--- src/rtl/llist_dma_pkg.sv ---
package llist_dma_pkg;
   typedef enum logic [3:0] {
      S_IDLE, S_DREQ, S_DRSP, S_ITEM, S_SREQ, S_SRSP, S_WR, S_END, S_PAUSE
   } dma_state_e;

   localparam int STS_W     = 5;
   localparam int STS_SRC   = 0;
   localparam int STS_DST   = 1;
   localparam int STS_LIST  = 2;
   localparam int STS_ZERO  = 3;
   localparam int STS_ERR   = 4;

   localparam int CTL_W        = 5;
   localparam int CTL_LAST     = 0;
   localparam int CTL_PAUSE    = 1;
   localparam int CTL_REP_SRC  = 2;
   localparam int CTL_REP_DST  = 3;
   localparam int CTL_REP_LIST = 4;

   localparam int DESC_WORDS = 8;
   localparam int SIDE_W     = 8;
endpackage

--- src/rtl/llist_dma_irq.sv ---
module llist_dma_irq #(
   parameter int W = 5
) (
   input  logic         clk,
   input  logic         rst_n,
   input  logic [W-1:0] set_i,
   input  logic [W-1:0] clr_i,
   output logic [W-1:0] status_o
);
   generate
      for (genvar i = 0; i < W; i++) begin : g_bit
         always_ff @(posedge clk or negedge rst_n) begin
            if (!rst_n) status_o[i] <= 1'b0;
            else        status_o[i] <= set_i[i] | (status_o[i] & ~clr_i[i]);
         end
      end
   endgenerate
endmodule

--- src/rtl/llist_dma_core_stub.sv ---
module llist_dma_core_stub #(
   parameter int DW     = 32,
   parameter bit INVERT = 1'b0
) (
   input  logic [DW-1:0] in_data,
   output logic [DW-1:0] out_data
);
   generate
      if (INVERT) begin : g_inv
         assign out_data = ~in_data;
      end else begin : g_pass
         assign out_data = in_data;
      end
   endgenerate
endmodule

--- src/rtl/llist_dma.sv ---
module llist_dma
   import llist_dma_pkg::*;
#(
   parameter int AW          = 32,
   parameter int LW          = 32,
   parameter bit CORE_INVERT = 1'b0
) (
   input  logic              clk,
   input  logic              rst_n,
   input  logic              cmd_start,
   input  logic              cmd_restart,
   input  logic [AW-1:0]     list_addr,
   input  logic [STS_W-1:0]  int_clr,
   output logic              rd_valid,
   output logic [AW-1:0]     rd_addr,
   input  logic              rd_ready,
   input  logic              rd_rvalid,
   input  logic [31:0]       rd_rdata,
   input  logic              rd_rerr,
   output logic              wr_valid,
   output logic [AW-1:0]     wr_addr,
   output logic [31:0]       wr_data,
   input  logic              wr_ready,
   output logic              core_valid,
   output logic [31:0]       core_data,
   output logic [SIDE_W-1:0] core_flags,
   output logic              busy,
   output logic              paused,
   output logic [STS_W-1:0]  int_status,
   output logic [AW-1:0]     cur_desc_addr,
   output logic [AW-1:0]     cur_src_addr,
   output logic [AW-1:0]     cur_dst_addr
);
   localparam int CW  = LW - 2;
   localparam int IXW = $clog2(DESC_WORDS);

   generate
      if (AW < 8 || AW > 32) begin : g_bad_aw
         $error("llist_dma: AW must lie in 8..32");
      end
      if (LW < 4 || LW > 32) begin : g_bad_lw
         $error("llist_dma: LW must lie in 4..32");
      end
   endgenerate

   dma_state_e        state;
   logic [IXW-1:0]    idx;
   logic [AW-1:0]     desc_ptr, src_ptr, dst_ptr;
   logic [AW-1:0]     d_src, d_dst, d_next;
   logic [CW-1:0]     d_swords, d_dwords, src_left, dst_left;
   logic [SIDE_W-1:0] d_side;
   logic [CTL_W-1:0]  d_ctrl;
   logic              zero_item;
   logic              next_bad, go_next, rsp_err;
   logic [STS_W-1:0]  sts_set;
   logic [31:0]       core_out;

   assign next_bad = (d_next[2:0] != 3'b000);
   assign go_next  = (state == S_END && !d_ctrl[CTL_LAST] && !d_ctrl[CTL_PAUSE]) ||
                     (state == S_PAUSE && cmd_restart);
   assign rsp_err  = (state == S_DRSP || state == S_SRSP) && rd_rvalid && rd_rerr;

   always_comb begin
      sts_set = '0;
      if (state == S_END) begin
         if (zero_item) sts_set[STS_ZERO] = 1'b1;
         else begin
            sts_set[STS_SRC]  = d_ctrl[CTL_REP_SRC];
            sts_set[STS_DST]  = d_ctrl[CTL_REP_DST];
            sts_set[STS_LIST] = d_ctrl[CTL_REP_LIST];
         end
      end
      sts_set[STS_ERR] = rsp_err || (go_next && next_bad) ||
                         (state == S_IDLE && cmd_start && list_addr[2:0] != 3'b000);
   end

   always_ff @(posedge clk or negedge rst_n) begin
      if (!rst_n) begin
         state      <= S_IDLE;
         idx        <= '0;
         desc_ptr   <= '0;
         src_ptr    <= '0;
         dst_ptr    <= '0;
         d_src      <= '0;
         d_dst      <= '0;
         d_next     <= '0;
         d_swords   <= '0;
         d_dwords   <= '0;
         d_side     <= '0;
         d_ctrl     <= '0;
         src_left   <= '0;
         dst_left   <= '0;
         zero_item  <= 1'b0;
         core_valid <= 1'b0;
         core_data  <= '0;
      end else begin
         core_valid <= 1'b0;
         unique case (state)
            S_IDLE: if (cmd_start) begin
               desc_ptr <= list_addr;
               idx      <= '0;
               state    <= (list_addr[2:0] != 3'b000) ? S_IDLE : S_DREQ;
            end
            S_DREQ: if (rd_ready) state <= S_DRSP;
            S_DRSP: if (rd_rvalid) begin
               if (rd_rerr) state <= S_IDLE;
               else begin
                  case (idx)
                     3'd0: d_src    <= rd_rdata[AW-1:0];
                     3'd1: d_swords <= rd_rdata[LW-1:2];
                     3'd2: d_dst    <= rd_rdata[AW-1:0];
                     3'd3: d_dwords <= rd_rdata[LW-1:2];
                     3'd4: d_side   <= rd_rdata[SIDE_W-1:0];
                     3'd6: d_ctrl   <= rd_rdata[CTL_W-1:0];
                     3'd7: d_next   <= rd_rdata[AW-1:0];
                     default: ;
                  endcase
                  idx   <= idx + 1'b1;
                  state <= (idx == IXW'(DESC_WORDS - 1)) ? S_ITEM : S_DREQ;
               end
            end
            S_ITEM: begin
               src_ptr   <= d_src;
               dst_ptr   <= d_dst;
               src_left  <= d_swords;
               dst_left  <= d_dwords;
               zero_item <= (d_swords == '0);
               state     <= (d_swords == '0) ? S_END : S_SREQ;
            end
            S_SREQ: if (rd_ready) state <= S_SRSP;
            S_SRSP: if (rd_rvalid) begin
               if (rd_rerr) state <= S_IDLE;
               else begin
                  core_valid <= 1'b1;
                  core_data  <= rd_rdata;
                  src_ptr    <= src_ptr + AW'(4);
                  src_left   <= src_left - 1'b1;
                  if (dst_left != '0)      state <= S_WR;
                  else if (src_left == 1) state <= S_END;
                  else                    state <= S_SREQ;
               end
            end
            S_WR: if (wr_ready) begin
               dst_ptr  <= dst_ptr + AW'(4);
               dst_left <= dst_left - 1'b1;
               state    <= (src_left == '0) ? S_END : S_SREQ;
            end
            S_END: begin
               if (d_ctrl[CTL_LAST])       state <= S_IDLE;
               else if (d_ctrl[CTL_PAUSE]) state <= S_PAUSE;
               else if (next_bad)          state <= S_IDLE;
               else begin
                  desc_ptr <= d_next;
                  idx      <= '0;
                  state    <= S_DREQ;
               end
            end
            S_PAUSE: if (cmd_restart) begin
               if (next_bad) state <= S_IDLE;
               else begin
                  desc_ptr <= d_next;
                  idx      <= '0;
                  state    <= S_DREQ;
               end
            end
            default: state <= S_IDLE;
         endcase
      end
   end

   llist_dma_core_stub #(.DW(32), .INVERT(CORE_INVERT)) u_core (
      .in_data (core_data),
      .out_data(core_out)
   );

   llist_dma_irq #(.W(STS_W)) u_irq (
      .clk     (clk),
      .rst_n   (rst_n),
      .set_i   (sts_set),
      .clr_i   (int_clr),
      .status_o(int_status)
   );

   assign rd_valid      = (state == S_DREQ) || (state == S_SREQ);
   assign rd_addr       = (state == S_DREQ) ? desc_ptr + (AW'(idx) << 2) : src_ptr;
   assign wr_valid      = (state == S_WR);
   assign wr_addr       = dst_ptr;
   assign wr_data       = core_out;
   assign core_flags    = d_side;
   assign busy          = (state != S_IDLE);
   assign paused        = (state == S_PAUSE);
   assign cur_desc_addr = desc_ptr;
   assign cur_src_addr  = src_ptr;
   assign cur_dst_addr  = dst_ptr;
endmodule

--- config.mk ---
export PLATFORM = sky130hd
export DESIGN_NAME = llist_dma
export DESIGN_NICKNAME = d
export VERILOG_FILES = /design/src/rtl/llist_dma_pkg.sv /design/src/rtl/llist_dma_irq.sv /design/src/rtl/llist_dma_core_stub.sv /design/src/rtl/llist_dma.sv
export SDC_FILE = /design/constraint.sdc
export NUM_CORES = 1
export LEC_CHECK = 0
export BUFFER_PORTS_ARGS = -buffer_cell sky130_fd_sc_hd__clkbuf_2
export CORE_ASPECT_RATIO = 1.75
export CORE_MARGIN = 2
export CORE_UTILIZATION = 40
export CTS_CLUSTER_DIAMETER = 150
export DETAILED_ROUTE_END_ITERATION = 10
export RECOVER_POWER = 25
export REMOVE_ABC_BUFFERS = 1
export SLEW_MARGIN = 0
export SYNTH_ARGS = -nofsm -noshare
export SYNTH_HDL_FRONTEND = slang
export SYNTH_SLANG_ARGS = --single-unit
--- constraint.sdc ---
create_clock -name clk -period 2.56 [get_ports clk]
set_clock_uncertainty 0.1 [all_clocks]
set_input_delay 0.64 -clock clk [delete_from_list [all_inputs] [get_ports clk]]
set_output_delay 0.64 -clock clk [all_outputs]
set_load 0.1 [all_outputs]
## Yosys cells after proc, flatten, opt, wreduce, memory -nomap -nowiden

Index checks and enable logic that the tools add are counted.

- Eq/ne operators: 26
- Add/subtract/negate cells: 6
- Reduce and logical (&&, ||, !) cells: 40
- Muxes and demuxes: 50
- Bitwise operators: 16

Operators by type and width:

| operator | count |
|---|---|
| 2-to-1 mux 32 bit | 9 |
| case mux 32 bit (2 select lines) | 2 |
| case mux 30 bit (2 select lines) | 2 |
| case mux 32 bit (3 select lines) | 1 |
| 2-to-1 mux 30 bit | 3 |
| adder 32 x 3 -> 32 bit, second input constant | 2 |
| zero test 30 bit | 2 |
| subtractor 30 x 1 -> 30 bit, second input constant | 2 |
| 2-to-1 mux 4 bit | 10 |
| case mux 4 bit (9 select lines) | 1 |
| adder 32 x 5 -> 32 bit | 1 |
| equality test 30 x 1 -> 1 bit, second input constant | 1 |
| nonzero test 30 bit | 1 |
| AND reduction 4 bit | 7 |
| 2-to-1 mux 3 bit | 9 |
| != test 2 bit, second input constant | 10 |
| equality test 4 x 3 -> 1 bit, second input constant | 4 |
| AND reduction 7 bit | 2 |
| 2-to-1 mux 2 bit | 6 |
| case mux 3 bit (4 select lines) | 1 |
| equality test 3 bit, second input constant | 3 |
| nonzero test 3 bit | 3 |
| equality test 4 x 2 -> 1 bit, second input constant | 2 |
| logical AND 1 bit | 8 |
| other kinds (19) | 46 |

- Output and inout port bits: 242
- Register bits: 371

## Depth between registers and ports, before layout

- Depth after elaboration: 8
- Depth in mapped cells: 10
- Depth with buffers taken out: 7

## By module

From an unflattened synthesis, not the netlist that was laid out.

- Cells, all modules: 1906
- Area, all modules: 19322.3 sq um

Modules (own cells, without submodules):

| module | cells each | seq. area each (sq um) | area each (sq um) | times used |
|---|---|---|---|---|
| llist_dma | 1859 | 9158.8 | 18900.6 | 1 |
| llist_dma_core_stub | 32 | 0.0 | 240.2 | 1 |
| llist_dma_irq | 15 | 125.1 | 181.4 | 1 |

## Least setup slack after synthesis

OpenSTA, ideal clock, no wires.

- Path type: register to output
- Start point: register desc_ptr[2], in the netlist cur_desc_addr[2]
- End point: output port rd_addr[28]
- Required time: 1.820 ns
- Path buffers: 0
- Arrival time: 4.365 ns
- Setup slack: -2.545 ns
- Cell stages (with the launch flop): 8
- Path through: dfrtp_1 -> ha_1 -> fa_1 -> a21o_1 -> nand4_1 -> nor4_1 -> xnor2_1 -> o21ai_0

- Cells in the longest elaborated chain, start to end: 2

Ends and longest elaborated chain:

| what | RTL line | text |
|---|---|---|
| from (decl) | llist_dma.sv:48 | `logic [AW-1:0] desc_ptr, src_ptr, dst_ptr;` |
| from (signal assigned) | llist_dma.sv:100 | `desc_ptr <= list_addr;` |
| from (signal assigned) | llist_dma.sv:153 | `desc_ptr <= d_next;` |
| from (signal assigned) | llist_dma.sv:161 | `desc_ptr <= d_next;` |
| adder 32 x 5 -> 32 bit | llist_dma.sv:185 | `assign rd_addr = (state == S_DREQ) ? desc_ptr + (AW'(idx) << 2) : src_ptr;` |
| 2-to-1 mux 32 bit | llist_dma.sv:185 |  |
| to (decl) | llist_dma.sv:15 | `output logic [AW-1:0] rd_addr,` |

No other way between the ends.

## Worst setup path after layout

- Start point: register desc_ptr[3], in the netlist cur_desc_addr[3]
- End point: output port rd_addr[31]

Same word-level chain as after synthesis.

==> results.yml <==
place:
  globalplace.congestion: 0.923
  number_of_port_buffers: 318
  detailed_place.area_um2: 22400
  dp_hpwl_mm: 44.5
global_routing:
  global_route.overflow_total: 0
  grt_antenna_before_repair: 4
  first_pass_grt_wire_length_mm: 94.7
  grt_start_max_net_pins: 85
  first_global_vias: 16500
  gr-usage-all-layers: 0.246
route:
  vias: 16600
  initialDrtViolationCount: 1024
  wirelength_mm: 62.1
  detail_route.wl_per_cell_um: 21.4
  vias_per_cell: 5.69
  route.antenna.remaining_nets: 0
  dr.pass1.iters: 5
  drc: 0
setup_path:
  rrSetupSlack_ps: -180
  critPathSlowestCell: "sky130_fd_sc_hd__or4_1"
  critical_path_cell_count: 7
  path_delay_family: "simple AND/OR/NAND/NOR gates"
  rr_worst_depth: 8
  critPathLaunch: "cur_desc_addr[3]"
  critPathRequiredTime_ps: 1820
  criticalPathCategory: "reg -> out"
  crit_path_max_incr_delay_ps: 500
  worst_setup_path_end_kind: "output port"
  worst_r2r_startpoint: "state[0]"
  path_max_fanout: 5
  regToRegEndpoint: "cur_dst_addr[0]"
  critical_path.n_buffers_inverters: 1
  worstPathArrival_ps: 2700
  start_kind: "register"
  crit_path_cell_trace: "ha_1 -> a21o_1 -> a21oi_2 -> or4_4 -> or4_1 -> nand3_2 -> buf_12"
  timing.critical_path.to: "rd_addr[31]"
clock_network:
  cts-htree-levels: 2
  cts_buffers: 36
  tritoncts_clock_tree: "built"
  clock_latency_ps: 540
  max-clock-path-buffers: 3
  cts.root.buffer_cell: "sky130_fd_sc_hd__clkbuf_16"
  worst_setup_hold_path_clk_slew_ps: 60
  cts_num_sinks: 371
floorplanning:
  core_area_um2: 47500
  die_width_um: 169
  die-area_um2: 49600
  initial_core_util: 0.402
  io-pin-count: 319
  chipHeight_um: 293
  rows: 106
timing:
  min_period_ps: 3440
  max_slew.worst_pin.slew_ps: 1160
  max_clock_freq_mhz: 291
  setup_viol_count_final: 56
  timing.final.ws_setup_ps: -879
  rsz_0062_raised_after_global_routing: "yes"
  final_hold_viol_count: 0
  final-max-slew-violation-count: 0
  layout_worst_path_cycle_share: 1.34
  maxSlewHeadroom: 0.230
  holdWs_ps: 180
final_layout:
  most-common-layout-cells: "sky130_fd_sc_hd__dfrtp_1, sky130_fd_sc_hd__clkbuf_2, sky130_fd_sc_hd__nand2_1"
  finalInstanceArea_um2: 24100
  layout-drive-gt1-share: 0.341
  filler_cell_count: 4348
  syn_to_final_growth_pct: 26.2
  mostFrequentLayoutCell: "sky130_fd_sc_hd__dfrtp_1"
  design.final.nets: 2379
synth:
  mappedNetlistArea_um2: 19100
  synth.yosys.seq_area_share: 0.486
  number_of_cells_produced_by_synthesis: 1941
  synth_flop_cell: "sky130_fd_sc_hd__dfrtp_1"
  edff_count_synth: 0
  synth_warnings: 0
  syn_area_per_cell_um2: 9.84
  asyncSetResetFlopFracSynth: 1.00
  post_synth_num_cell_types: 80
  yosys_register_bits: 371
run_status:
  run_status: "finished with violations"
  failed_checks: "negative setup slack"
min_path:
  min_from: "int_clr[2]"
  hold_path.class: "in -> reg"
job:
  drv.max_cap_violation_count: 0
state kept, by name, indices dropped and copies added, names as in the netlist, 3 cells and up:
signal	flops
core_data	32
cur_desc_addr	32
cur_dst_addr	32
cur_src_addr	32
d_dst	32
d_next	32
d_src	32
d_dwords	30
d_swords	30
dst_left	30
src_left	30
core_flags	8
d_ctrl	5
u_irq.status_o	5
state	4
idx	3
worst register-to-register path, stage by stage, from the launching register on:
cell and delay, ps:
sky130_fd_sc_hd__dfrtp_1 360, sky130_fd_sc_hd__clkbuf_1 410, sky130_fd_sc_hd__buf_4 220, sky130_fd_sc_hd__nor2b_1 260, sky130_fd_sc_hd__o21ai_4 130, sky130_fd_sc_hd__nor2_1 770
sky130_fd_sc_hd__buf_4 300, sky130_fd_sc_hd__nand2_1 60, sky130_fd_sc_hd__nand2_1 60
worst min-delay path by stage:
stage	to	slack, ps	cells past startpoint
4_1_cts	u_irq.status_o[2]	160	2
3_5_place_dp	cur_src_addr[1]	360	2
3_3_place_gp	cur_src_addr[1]	350	2
6_report	u_irq.status_o[2]	180	2
5_1_grt	u_irq.status_o[3]	180	2
2_1_floorplan	core_data[0]	240	0
area by class of cell:
cell class	count	area (um2)	share of cell area
Tap cell	594	743	0.0308
Multi-Input combinational cell	1361	9180	0.381
Sequential cell	371	9290	0.385
Antenna cell	4	10.0	0.000415
Clock inverter	6	43.8	0.00182
Timing Repair Buffer	489	3670	0.152
Inverter	27	115	0.00477
Clock buffer	57	1070	0.0445
metrics by stage:
step	utilization	std cells	setup slack, ps	TNS (ps)
2_1_floorplan	-	1759	-3450	-405300
3_3_place_gp	0.472	2820	-457	-7700
3_5_place_dp	0.472	2820	-504	-8050
4_1_cts	0.502	2893	-905	-21290
5_1_grt	0.508	2908	-974	-28860
6_report	0.508	2909	-879	-21960
cell families after synthesis:
| group | count (synthesis) | share of synthesized area |
|---|---|---|
| AND/OR/NAND/NOR | 653 | 0.167 |
| XOR/XNOR | 25 | 0.0115 |
| buffers and inverters | 209 | 0.0562 |
| flip-flops | 371 | 0.486 |
| multiplexers | 205 | 0.119 |
| adder cells (fa/ha/maj) | 16 | 0.0109 |
| AO/OA/AOI/OAI | 462 | 0.150 |
repair_timing:
action,in CTS,in global routing
setup endpoints to repair,35,37
pin swaps,16,29
gates resized for setup,64,52
gates cloned,0,2
setup buffers,10,14
hold endpoints to repair,30,0
hold buffers,1,0
synthesized netlist by cell type, types with 11 or more instances:
master	instances	area share
sky130_fd_sc_hd__mux2i_1	35	0.018
sky130_fd_sc_hd__inv_1	26	0.0051
sky130_fd_sc_hd__and3_1	25	0.0082
sky130_fd_sc_hd__nor2_1	100	0.020
sky130_fd_sc_hd__nor4_1	29	0.0095
sky130_fd_sc_hd__o21ai_0	150	0.039
sky130_fd_sc_hd__clkbuf_1	78	0.015
sky130_fd_sc_hd__mux2_2	169	0.10
sky130_fd_sc_hd__buf_4	68	0.027
sky130_fd_sc_hd__or3_1	15	0.0049
sky130_fd_sc_hd__nand4_1	35	0.011
sky130_fd_sc_hd__dfrtp_1	371	0.49
sky130_fd_sc_hd__o22a_1	17	0.0078
sky130_fd_sc_hd__nand3_1	64	0.017
sky130_fd_sc_hd__nand2_1	265	0.052
sky130_fd_sc_hd__a2bb2oi_1	22	0.010
sky130_fd_sc_hd__buf_2	26	0.0068
sky130_fd_sc_hd__a21oi_1	122	0.032
sky130_fd_sc_hd__ha_1	15	0.0098
sky130_fd_sc_hd__o22ai_1	25	0.0082
sky130_fd_sc_hd__and4_1	12	0.0055
sky130_fd_sc_hd__nor3_1	40	0.010
sky130_fd_sc_hd__a211oi_1	11	0.0043
sky130_fd_sc_hd__xnor2_1	17	0.0078
sky130_fd_sc_hd__a31oi_1	20	0.0065
routing by layer:
metal	track usage	vias up	share of wire
met2	0.467	464	0.55
met3	0.0236	116	0.042
met5	0	-	0
li1	-	7676	-
met4	0.0965	0	0.037
met1	0.280	8296	0.37
Power is not shown: default switching activity piles up to over one toggle a cycle in this logic, so the estimate is an artifact.
